File: config.mk
export PLATFORM = sky130hd
export DESIGN_NAME = ddr_cmd_seq
export DESIGN_NICKNAME = d
export VERILOG_FILES = /design/src/rtl/ddr_seq_pkg.sv /design/src/rtl/ddr_seq_timer.sv /design/src/rtl/ddr_seq_bank_table.sv /design/src/rtl/ddr_seq_cmd_reg.sv /design/src/rtl/ddr_cmd_seq.sv
export SDC_FILE = /design/constraint.sdc
export NUM_CORES = 1
export LEC_CHECK = 0
export BUFFER_PORTS_ARGS = -buffer_cell sky130_fd_sc_hd__buf_4
export CORE_UTILIZATION = 64
export DETAILED_ROUTE_END_ITERATION = 8
export GPL_ROUTABILITY_DRIVEN = 1
export PLACE_DENSITY = 0.89
export SYNTH_ARGS = -nofsm -noshare
export SYNTH_HDL_FRONTEND = slang
export SYNTH_SLANG_ARGS = --single-unit
File: constraint.sdc
create_clock -name clk -period 6.62 [get_ports clk]
set_input_delay 0.993 -clock clk [delete_from_list [all_inputs] [get_ports clk]]
set_output_delay 0.993 -clock clk [all_outputs]
set_load 0.01 [all_outputs]
File: src/rtl/ddr_seq_pkg.sv
package ddr_seq_pkg;

    localparam int BANK_W  = 2;
    localparam int ROW_W   = 13;
    localparam int COL_W   = 9;
    localparam int ADDR_W  = 13;
    localparam int NBANK   = 1 << BANK_W;
    localparam int AP_BIT  = 10;

    // Pin order: cs_n, ras_n, cas_n, we_n
    typedef enum logic [3:0] {
        CMD_NOP = 4'b0111,
        CMD_ACT = 4'b0011,
        CMD_RD  = 4'b0101,
        CMD_WR  = 4'b0100,
        CMD_PRE = 4'b0010
    } cmd_e;

    typedef enum logic [1:0] {
        ST_IDLE,
        ST_WAIT_RP,
        ST_WAIT_RCD,
        ST_BURST
    } state_e;

    typedef struct packed {
        logic              write;
        logic              autopre;
        logic [1:0]        burst;
        logic [BANK_W-1:0] bank;
        logic [ROW_W-1:0]  row;
        logic [COL_W-1:0]  col;
    } req_t;

    typedef struct packed {
        cmd_e              kind;
        logic [BANK_W-1:0] ba;
        logic [ADDR_W-1:0] addr;
    } bus_t;

    // Clocks occupied by a burst (two words per clock)
    function automatic int burst_clocks(input logic [1:0] code);
        case (code)
            2'd0:    return 1;
            2'd1:    return 2;
            default: return 4;
        endcase
    endfunction

    // Column-phase address: column low, auto-precharge on bit 10
    function automatic logic [ADDR_W-1:0] col_addr(input logic [COL_W-1:0] col,
                                                    input logic ap);
        logic [ADDR_W-1:0] a;
        a = '0;
        a[COL_W-1:0] = col;
        a[AP_BIT]    = ap;
        return a;
    endfunction

endpackage

File: src/rtl/ddr_seq_timer.sv
module ddr_seq_timer #(
    parameter int TMR_W = 5
) (
    input  logic             clk,
    input  logic             rst,
    input  logic             load,
    input  logic [TMR_W-1:0] load_val,
    output logic             zero
);
    logic [TMR_W-1:0] count;

    always_ff @(posedge clk) begin
        if (rst) begin
            count <= '0;
        end else if (load) begin
            count <= load_val;
        end else if (count != '0) begin
            count <= count - 1'b1;
        end
    end

    assign zero = (count == '0);
endmodule

File: src/rtl/ddr_seq_bank_table.sv
module ddr_seq_bank_table
    import ddr_seq_pkg::*;
(
    input  logic              clk,
    input  logic              rst,
    input  logic [BANK_W-1:0] rd_bank,
    output logic              rd_open,
    output logic [ROW_W-1:0]  rd_row,
    input  logic              set_open,
    input  logic              clr_open,
    input  logic [BANK_W-1:0] wr_bank,
    input  logic [ROW_W-1:0]  wr_row
);
    logic [NBANK-1:0]            open_q;
    logic [NBANK-1:0][ROW_W-1:0] row_q;

    for (genvar b = 0; b < NBANK; b++) begin : g_bank
        always_ff @(posedge clk) begin
            if (rst) begin
                open_q[b] <= 1'b0;
                row_q[b]  <= '0;
            end else if (set_open && wr_bank == BANK_W'(b)) begin
                open_q[b] <= 1'b1;
                row_q[b]  <= wr_row;
            end else if (clr_open && wr_bank == BANK_W'(b)) begin
                open_q[b] <= 1'b0;
            end
        end
    end

    assign rd_open = open_q[rd_bank];
    assign rd_row  = row_q[rd_bank];
endmodule

File: src/rtl/ddr_seq_cmd_reg.sv
module ddr_seq_cmd_reg
    import ddr_seq_pkg::*;
(
    input  logic              clk,
    input  logic              rst,
    input  bus_t              nxt,
    output logic              cs_n,
    output logic              ras_n,
    output logic              cas_n,
    output logic              we_n,
    output logic [BANK_W-1:0] ba,
    output logic [ADDR_W-1:0] addr
);
    bus_t q;

    always_ff @(posedge clk) begin
        if (rst) begin
            q.kind <= CMD_NOP;
            q.ba   <= '0;
            q.addr <= '0;
        end else begin
            q <= nxt;
        end
    end

    assign {cs_n, ras_n, cas_n, we_n} = q.kind;
    assign ba   = q.ba;
    assign addr = q.addr;
endmodule

File: src/rtl/ddr_cmd_seq.sv
module ddr_cmd_seq
    import ddr_seq_pkg::*;
#(
    parameter int T_RCD = 3,
    parameter int T_RP  = 3,
    parameter int T_WR  = 2,
    parameter int TMR_W = 5
) (
    input  logic              clk,
    input  logic              rst,
    input  logic              req_valid,
    output logic              req_ready,
    input  logic              req_write,
    input  logic [BANK_W-1:0] req_bank,
    input  logic [ROW_W-1:0]  req_row,
    input  logic [COL_W-1:0]  req_col,
    input  logic              req_autopre,
    input  logic [1:0]        req_burst,
    output logic              cmd_cs_n,
    output logic              cmd_ras_n,
    output logic              cmd_cas_n,
    output logic              cmd_we_n,
    output logic [BANK_W-1:0] cmd_ba,
    output logic [ADDR_W-1:0] cmd_addr
);
    localparam logic [TMR_W-1:0] RCD_M1 = TMR_W'(T_RCD - 1);
    localparam logic [TMR_W-1:0] RP_M1  = TMR_W'(T_RP - 1);

    state_e           state, state_n;
    req_t             req_in, req_q, src;
    bus_t             emit;
    logic             capture;
    logic             tmr_load, tmr_zero;
    logic [TMR_W-1:0] tmr_val;
    logic             tbl_set, tbl_clr;
    logic             bank_open;
    logic [ROW_W-1:0] bank_row;

    // Busy time after a column command, minus one
    function automatic logic [TMR_W-1:0] hold_m1(input req_t r);
        int h;
        h = burst_clocks(r.burst) + (r.write ? T_WR : 0) + (r.autopre ? T_RP : 0);
        return TMR_W'(h - 1);
    endfunction

    assign req_in = '{write:   req_write,
                      autopre: req_autopre,
                      burst:   req_burst,
                      bank:    req_bank,
                      row:     req_row,
                      col:     req_col};

    assign src       = (state == ST_IDLE) ? req_in : req_q;
    assign req_ready = (state == ST_IDLE);

    always_comb begin
        state_n   = state;
        emit.kind = CMD_NOP;
        emit.ba   = '0;
        emit.addr = '0;
        tmr_load  = 1'b0;
        tmr_val   = '0;
        tbl_set   = 1'b0;
        tbl_clr   = 1'b0;
        capture   = 1'b0;
        unique case (state)
            ST_IDLE: begin
                if (req_valid) begin
                    capture = 1'b1;
                    if (bank_open && bank_row == src.row) begin
                        emit.kind = src.write ? CMD_WR : CMD_RD;
                        emit.ba   = src.bank;
                        emit.addr = col_addr(src.col, src.autopre);
                        tmr_load  = 1'b1;
                        tmr_val   = hold_m1(src);
                        tbl_clr   = src.autopre;
                        state_n   = ST_BURST;
                    end else if (bank_open) begin
                        emit.kind = CMD_PRE;
                        emit.ba   = src.bank;
                        tmr_load  = 1'b1;
                        tmr_val   = RP_M1;
                        tbl_clr   = 1'b1;
                        state_n   = ST_WAIT_RP;
                    end else begin
                        emit.kind = CMD_ACT;
                        emit.ba   = src.bank;
                        emit.addr = ADDR_W'(src.row);
                        tmr_load  = 1'b1;
                        tmr_val   = RCD_M1;
                        tbl_set   = 1'b1;
                        state_n   = ST_WAIT_RCD;
                    end
                end
            end
            ST_WAIT_RP: begin
                if (tmr_zero) begin
                    emit.kind = CMD_ACT;
                    emit.ba   = src.bank;
                    emit.addr = ADDR_W'(src.row);
                    tmr_load  = 1'b1;
                    tmr_val   = RCD_M1;
                    tbl_set   = 1'b1;
                    state_n   = ST_WAIT_RCD;
                end
            end
            ST_WAIT_RCD: begin
                if (tmr_zero) begin
                    emit.kind = src.write ? CMD_WR : CMD_RD;
                    emit.ba   = src.bank;
                    emit.addr = col_addr(src.col, src.autopre);
                    tmr_load  = 1'b1;
                    tmr_val   = hold_m1(src);
                    tbl_clr   = src.autopre;
                    state_n   = ST_BURST;
                end
            end
            ST_BURST: begin
                if (tmr_zero) begin
                    state_n = ST_IDLE;
                end
            end
            default: state_n = ST_IDLE;
        endcase
    end

    always_ff @(posedge clk) begin
        if (rst) begin
            state <= ST_IDLE;
            req_q <= '0;
        end else begin
            state <= state_n;
            if (capture) begin
                req_q <= req_in;
            end
        end
    end

    ddr_seq_timer #(.TMR_W(TMR_W)) u_timer (
        .clk      (clk),
        .rst      (rst),
        .load     (tmr_load),
        .load_val (tmr_val),
        .zero     (tmr_zero)
    );

    ddr_seq_bank_table u_banks (
        .clk      (clk),
        .rst      (rst),
        .rd_bank  (req_bank),
        .rd_open  (bank_open),
        .rd_row   (bank_row),
        .set_open (tbl_set),
        .clr_open (tbl_clr),
        .wr_bank  (emit.ba),
        .wr_row   (src.row)
    );

    ddr_seq_cmd_reg u_cmd (
        .clk   (clk),
        .rst   (rst),
        .nxt   (emit),
        .cs_n  (cmd_cs_n),
        .ras_n (cmd_ras_n),
        .cas_n (cmd_cas_n),
        .we_n  (cmd_we_n),
        .ba    (cmd_ba),
        .addr  (cmd_addr)
    );
endmodule

## Word-level counts from Yosys, hierarchy flattened

Cells that the tools add are included.

| cells by class | value |
|---|---|
| add/sub/neg operators | 7 |
| multipliers | 0 |
| div/mod/pow operators | 0 |
| order comparisons | 1 |
| equal/unequal tests | 12 |
| shifts and indexed selects | 0 |
| multiplexer cells | 56 |
| bitwise logic cells | 0 |
| reduce and logical (&&, ||, !) cells | 21 |

Operators by type and width:

| kind | number |
|---|---|
| two-way mux 18 bit | 3 |
| case mux 18 bit (3 select lines) | 1 |
| two-way mux 5 bit | 10 |
| two-way mux 28 bit | 1 |
| binary-select mux 13 bit (select 2 bit) | 1 |
| two-way mux 13 bit | 2 |
| adder 5 x 3 -> 5 bit | 4 |
| two-way mux 1 bit | 20 |
| two-way mux 2 bit | 9 |
| two-way mux 17 bit | 1 |
| case mux 5 bit (3 select lines) | 1 |
| equality test 13 bit | 1 |
| nonzero test 2 bit | 5 |
| subtractor 5 x 2 -> 5 bit, second input constant | 2 |
| logical AND 1 bit | 9 |
| equality test 2 bit, second input constant | 4 |
| != test 2 bit, second input constant | 4 |
| case mux 2 bit (4 select lines) | 1 |
| equality test 2 x 1 -> 1 bit, second input constant | 3 |
| logical NOT 2 bit | 3 |
| case mux 1 bit (2 select lines) | 3 |
| case mux 3 bit (2 select lines) | 1 |
| logical NOT 5 bit | 1 |
| nonzero test 5 bit | 1 |
| other kinds (6) | 6 |

| storage, ports and cells | value |
|---|---|
| register bits | 110 |
| bits in latches | 0 |
| RAM bits | 0 |
| memory bits (read-only) | 0 |
| output and inout bits | 20 |
| memories | 0 |

## Longest topological paths before layout

| depth | value |
|---|---|
| depth after elaboration | 14 |
| gate-level depth with buffers | 14 |
| depth with buffers taken out | 12 |

## Cells and area by module

A second synthesis with hierarchy kept.

| unflattened totals | value |
|---|---|
| cell total of the unflattened synthesis | 605 |
| area total of the unflattened synthesis | 5656.7 um^2 |

By module, submodules not included:

| module | instances | cells each | area each (um^2) | sequential area each (um^2) |
|---|---|---|---|---|
| ddr_seq_bank_table | 1 | 225 | 2608.8 | 1121.1 |
| ddr_cmd_seq | 1 | 309 | 2238.4 | 600.6 |
| ddr_seq_cmd_reg | 1 | 39 | 521.8 | 380.4 |
| ddr_seq_timer | 1 | 32 | 287.8 | 100.1 |

## Least setup slack after synthesis

OpenSTA, ideal clock, no wires.

| path | value |
|---|---|
| path type | input -> register |
| start point | input req_bank[0] |
| end point | register u_banks.row_q[38] in the netlist's numbering |
| data arrival time | 3.005 ns |
| setup slack | 3.529 ns |
| cell stages on the path | 7 |
| buffers on the path | 2 |
| cells stage by stage | clkbuf_1 -> mux4_2 -> o21a_1 -> nor4b_4 -> buf_6 -> nor2_1 -> a211oi_1 |

| between the ends | value |
|---|---|
| cells in the longest elaborated chain, start to end | 9 |

RTL lines:

| item | line | source |
|---|---|---|
| start: declaration | ddr_cmd_seq.sv:14 | `input logic [BANK_W-1:0] req_bank,` |
| binary-select mux 13 bit (select 2 bit) | ddr_seq_bank_table.sv:32 | `assign rd_row = row_q[rd_bank];` |
| two-way mux 13 bit (not written as such) | ddr_seq_bank_table.sv:32 |  |
| equality test 13 bit | ddr_cmd_seq.sv:70 | `if (bank_open && bank_row == src.row) begin` |
| logical AND 1 bit | ddr_cmd_seq.sv:70 |  |
| two-way mux 18 bit | ddr_cmd_seq.sv:70 |  |
| two-way mux 18 bit | ddr_cmd_seq.sv:68 | `if (req_valid) begin` |
| case mux 18 bit (3 select lines) | ddr_cmd_seq.sv:66 | `unique case (state)` |
| equality test 2 bit | ddr_seq_bank_table.sv:22 | `end else if (set_open && wr_bank == BANK_W'(b)) begin` |
| logical AND 1 bit * | ddr_seq_bank_table.sv:22 |  |
| end signal: indexed assignment | ddr_seq_bank_table.sv:24 | `row_q[b] <= wr_row;` |
| end: declaration | ddr_seq_bank_table.sv:15 | `logic [NBANK-1:0][ROW_W-1:0] row_q;` |

Every way passes the cells marked *; elsewhere a longest branch is shown, timed or not. The select of a mux whose other input is x is not followed.
A chain may end at the register's enable or synchronous reset.

## Worst setup path in the final report

| path | value |
|---|---|
| start point | register state[0] |
| end point | register u_banks.open_q[0] |

| between the ends | value |
|---|---|
| cells in the longest elaborated chain, start to end | 10 |

RTL lines:

| item | line | source |
|---|---|---|
| start: declaration | ddr_cmd_seq.sv:29 | `state_e state, state_n;` |
| start signal: assignment | ddr_cmd_seq.sv:132 | `state <= state_n;` |
| logical NOT 2 bit | ddr_cmd_seq.sv:53, ddr_cmd_seq.sv:66 |  |
| two-way mux 28 bit | ddr_cmd_seq.sv:53 | `assign src = (state == ST_IDLE) ? req_in : req_q;` |
| equality test 13 bit | ddr_cmd_seq.sv:70 |  |
| logical AND 1 bit | ddr_cmd_seq.sv:70 |  |
| two-way mux 18 bit | ddr_cmd_seq.sv:70 |  |
| two-way mux 18 bit | ddr_cmd_seq.sv:68 |  |
| case mux 18 bit (3 select lines) | ddr_cmd_seq.sv:66 |  |
| logical NOT 2 bit | ddr_seq_bank_table.sv:22, ddr_seq_bank_table.sv:25 |  |
| logical AND 1 bit (on tied branches) | ddr_seq_bank_table.sv:22, ddr_seq_bank_table.sv:25 |  |
| two-way mux 1 bit / nonzero test 2 bit (equally long branches) | n/a |  |
| end signal: indexed assignment | ddr_seq_bank_table.sv:20 | `open_q[b] <= 1'b0;` |
| end signal: indexed assignment | ddr_seq_bank_table.sv:23 | `open_q[b] <= 1'b1;` |
| end signal: indexed assignment | ddr_seq_bank_table.sv:26 | `open_q[b] <= 1'b0;` |
| end: declaration | ddr_seq_bank_table.sv:14 | `logic [NBANK-1:0] open_q;` |

Several ways; a longest one is shown, not always the timed one.

==> results.tsv <==
metric	value	unit
CTS tree	done	
largest net degree at the start of global routing	91	
power density cells	467	nW/um^2
Area Overhead vs Synth	8.61	%
CTS Root Cell	clkbuf_8	
DP Area	5580	sq um
r2r startpoint	state[0]	
gate count of the mapped netlist	572	
Hold Path Origin	req_q[0]	
Clk Latency, worst-skew pair	0.37	ns
Post-route DRC	0	
# setup viols final	0	
Max Clock Skew	0.0154	ns
EDFF count, synth	0	
die area	8680	sq um
synthesized-area fraction occupied by and/or/nand/nor cells	0.151	
hold path cells	2	
path category of the worst min-delay check	register to register	
PnR worst setup slack	2.49	ns
routability cong.	0.856	
Die Wd	93.1	microns
wire length per cell	18.4	microns
prevailing post-synth register cell	dfxtp_1	
fin crit share	0.624	
post-synth cell types	49	
CTS Buffer Depth	2	
CORE AREA	7890	sq um
worst vdd ir	0.235	mV
Synth Area in Compound Gates	0.199	
Detailed Route WL	12900	microns
syn_area_per_cell	9.29	sq um
hold buffer count at CTS	0	
Synth Area in Adders	0.0273	
XOR/XNOR share of the synthesized area	0.0329	
Antenna diodes	0	
layout cell share with drive strength beyond 1	0.178	
met3 wire len	914	microns
Synth Register Bits	109	
Final Net Count	639	
synth warn	0	
drt initial violations	402	
largest fanout on the critical path	40	
Worst setup SP type	register	
cells on worst reg2reg path	9	
Port Buf Inserts	49	
TritonCTS buffer count	9	
DR vias	4539	
flop2flop setup slack	2.49	ns
DP Cell Count	688	
Peak Freq	242	MHz
Post-Layout Inst Area	5770	sq um
Reg clk slew, reported paths	0.11	ns
Post-CTS Resized	0	
status	complete, no violations	
setup TNS	0	ns
largest family of logic cells by synthesized area	compound AO/OA/AOI/OAI gates	
min Tclk post-route	4.13	ns
Routed Antenna Nets	0	
H-tree Lvls	3	
Post-Route M1 WL	5290	microns
Initial Util	0.674	
post-synthesis mux area share	0.115	
first-pass GRT wire length	21300	microns
Max-Slew Margin vs Limit	0.266	
die height	93.1	microns
Worst Tran Pin Value	1.10	ns
detailed placement HPWL	8620	microns
CP arrival	4.37	ns
initial antenna violation count	0	
# IOs	51	
nature of the critical path endpoint	register	
r2r endpoint	u_banks.open_q[0]	
routed wl met2	6260	microns
DRT Pass-1 Iters	5	
Post-CTS Setup Inserts	0	
Tot GR Track Use	0.313	
Post-Syn Area	5320	sq um
CP required	6.86	ns
final hold violation count	0	
vias per std cell	6.45	
number of cell rows	32	
Synth Net Count	614	
max_cap viols	0	
Min Hold Slack	0.462	ns
Max Used Layer	met4	
Final Max Tran Viols	0	
post-synthesis sequential area ratio	0.410	
hold endpoint	req_q[0]	
Sink Count	109	
GRT overflow	0	
vias in the first global route	4313	
worst slack, placed	2.76	ns
Static Leak	2.23	nW
fin cells	704	
RSZ-0062 raised after global routing	false	
Crit Path Class	register to register	
ys async rst share	0	
placed cells by master (no fill, tap or decap), types with 9 or more instances in the layout:
cell | Yosys | final
a211oi_1 | 52 | 52
a21oi_1 | 55 | 55
a31oi_1 | 10 | 10
buf_4 | 1 | 56
clkbuf_8 | 7 | 10
dfxtp_1 | 109 | 109
ha_1 | 10 | 9
inv_1 | 12 | 12
mux2i_1 | 26 | 26
mux4_2 | 14 | 14
nand2_1 | 77 | 77
nor2_1 | 72 | 72
o21ai_0 | 11 | 11
o22ai_1 | 10 | 10
xor2_1 | 14 | 14
state kept, by name, summed over array words and instances, names as in the netlist:
signal,flops
u_cmd.ba,2
state,2
u_banks.row_q,52
u_cmd.ras_n,1
u_cmd.addr,13
u_cmd.we_n,1
u_timer.count,5
u_banks.open_q,4
req_q,28
u_cmd.cas_n,1
worst max path at each step:
stage                start                 to  slack (ns)
6_report          state[0]  u_banks.open_q[0]        2.49
2_1_floorplan  req_bank[0]  u_banks.row_q[38]        3.53
3_5_place_dp      state[0]  u_banks.open_q[0]        2.76
5_1_grt           state[0]  u_banks.open_q[0]        2.36
3_3_place_gp   req_bank[1]  u_banks.open_q[2]        2.95
4_1_cts           state[0]  u_banks.open_q[0]        2.59
per-layer routing:
layer | track usage | up-vias
met5 | 0 | -
met4 | 0.145 | 0
met3 | 0.0439 | 46
met2 | 0.528 | 231
met1 | 0.396 | 2169
li1 | - | 2093
where the power goes:
group	switching [W]	internal [W]	total (W)	leakage, nW
sequential	0.0000835	0.000802	0.000886	0.890
clock	0.000227	0.000187	0.000413	0.104
combinational	0.000869	0.000529	0.00140	1.23
total	0.00118	0.00152	0.00270	2.23
per-stage QoR:
step	total power [W]	utilization
after floorplan	0.00197	-
after global placement	0.00218	0.707
after detailed placement	0.00226	0.707
after CTS	0.00267	0.732
after global routing	0.00285	0.732
final	0.00270	0.732
critical path: stages, from the launching register on:
cell and delay (ns):
dfxtp_1 0.35, inv_1 0.14, ha_2 0.19, buf_4 0.49, mux2i_1 0.69, xor2_1 0.28
nand2_1 0.14, nor4_4 0.85, o21ai_0 0.42, a211oi_1 0.42
layout make-up:
| type | count | area (sq um) |
|---|---|---|
| Sequential cell | 109 | 2180 |
| Tap cell | 102 | 128 |
| Fill cell | 546 | 2110 |
| Multi-Input combinational cell | 409 | 2800 |
| Inverter | 12 | 45.0 |
| Clock inverter | 5 | 57.6 |
| Clock buffer | 11 | 141 |
| Timing Repair Buffer | 56 | 420 |
cell usage after synthesis, drive strengths merged, types with 3 or more instances:
cell	n	area [sq um]
inv	12	45.0
o21ai	12	60.1
a31oi	10	62.6
mux2i	26	260
ha	10	125
a211oi	58	465
nor2	73	277
xnor2	6	52.6
clkbuf	30	183
buf	11	98.8
mux4	14	315
dfxtp	109	2180
nor4	5	76.3
and2	3	18.8
nand4	4	25.0
a21o	3	23.8
mux2	3	33.8
o22ai	10	62.6
nand2	77	289
a21oi	55	275
xor2	14	123
nor3	6	41.3
cell families (layout without fill, tap and decap cells):
group	after synthesis	after routing
and+or+nand+nor	176	176
muxes	43	43
other	1	1
AOI/OAI and AO/OA	158	158
adders and majority gates	11	11
xor gates and xnor gates	20	20
buffers and inverters	54	84
DFF	109	109
(Power assumes the default switching activity.)
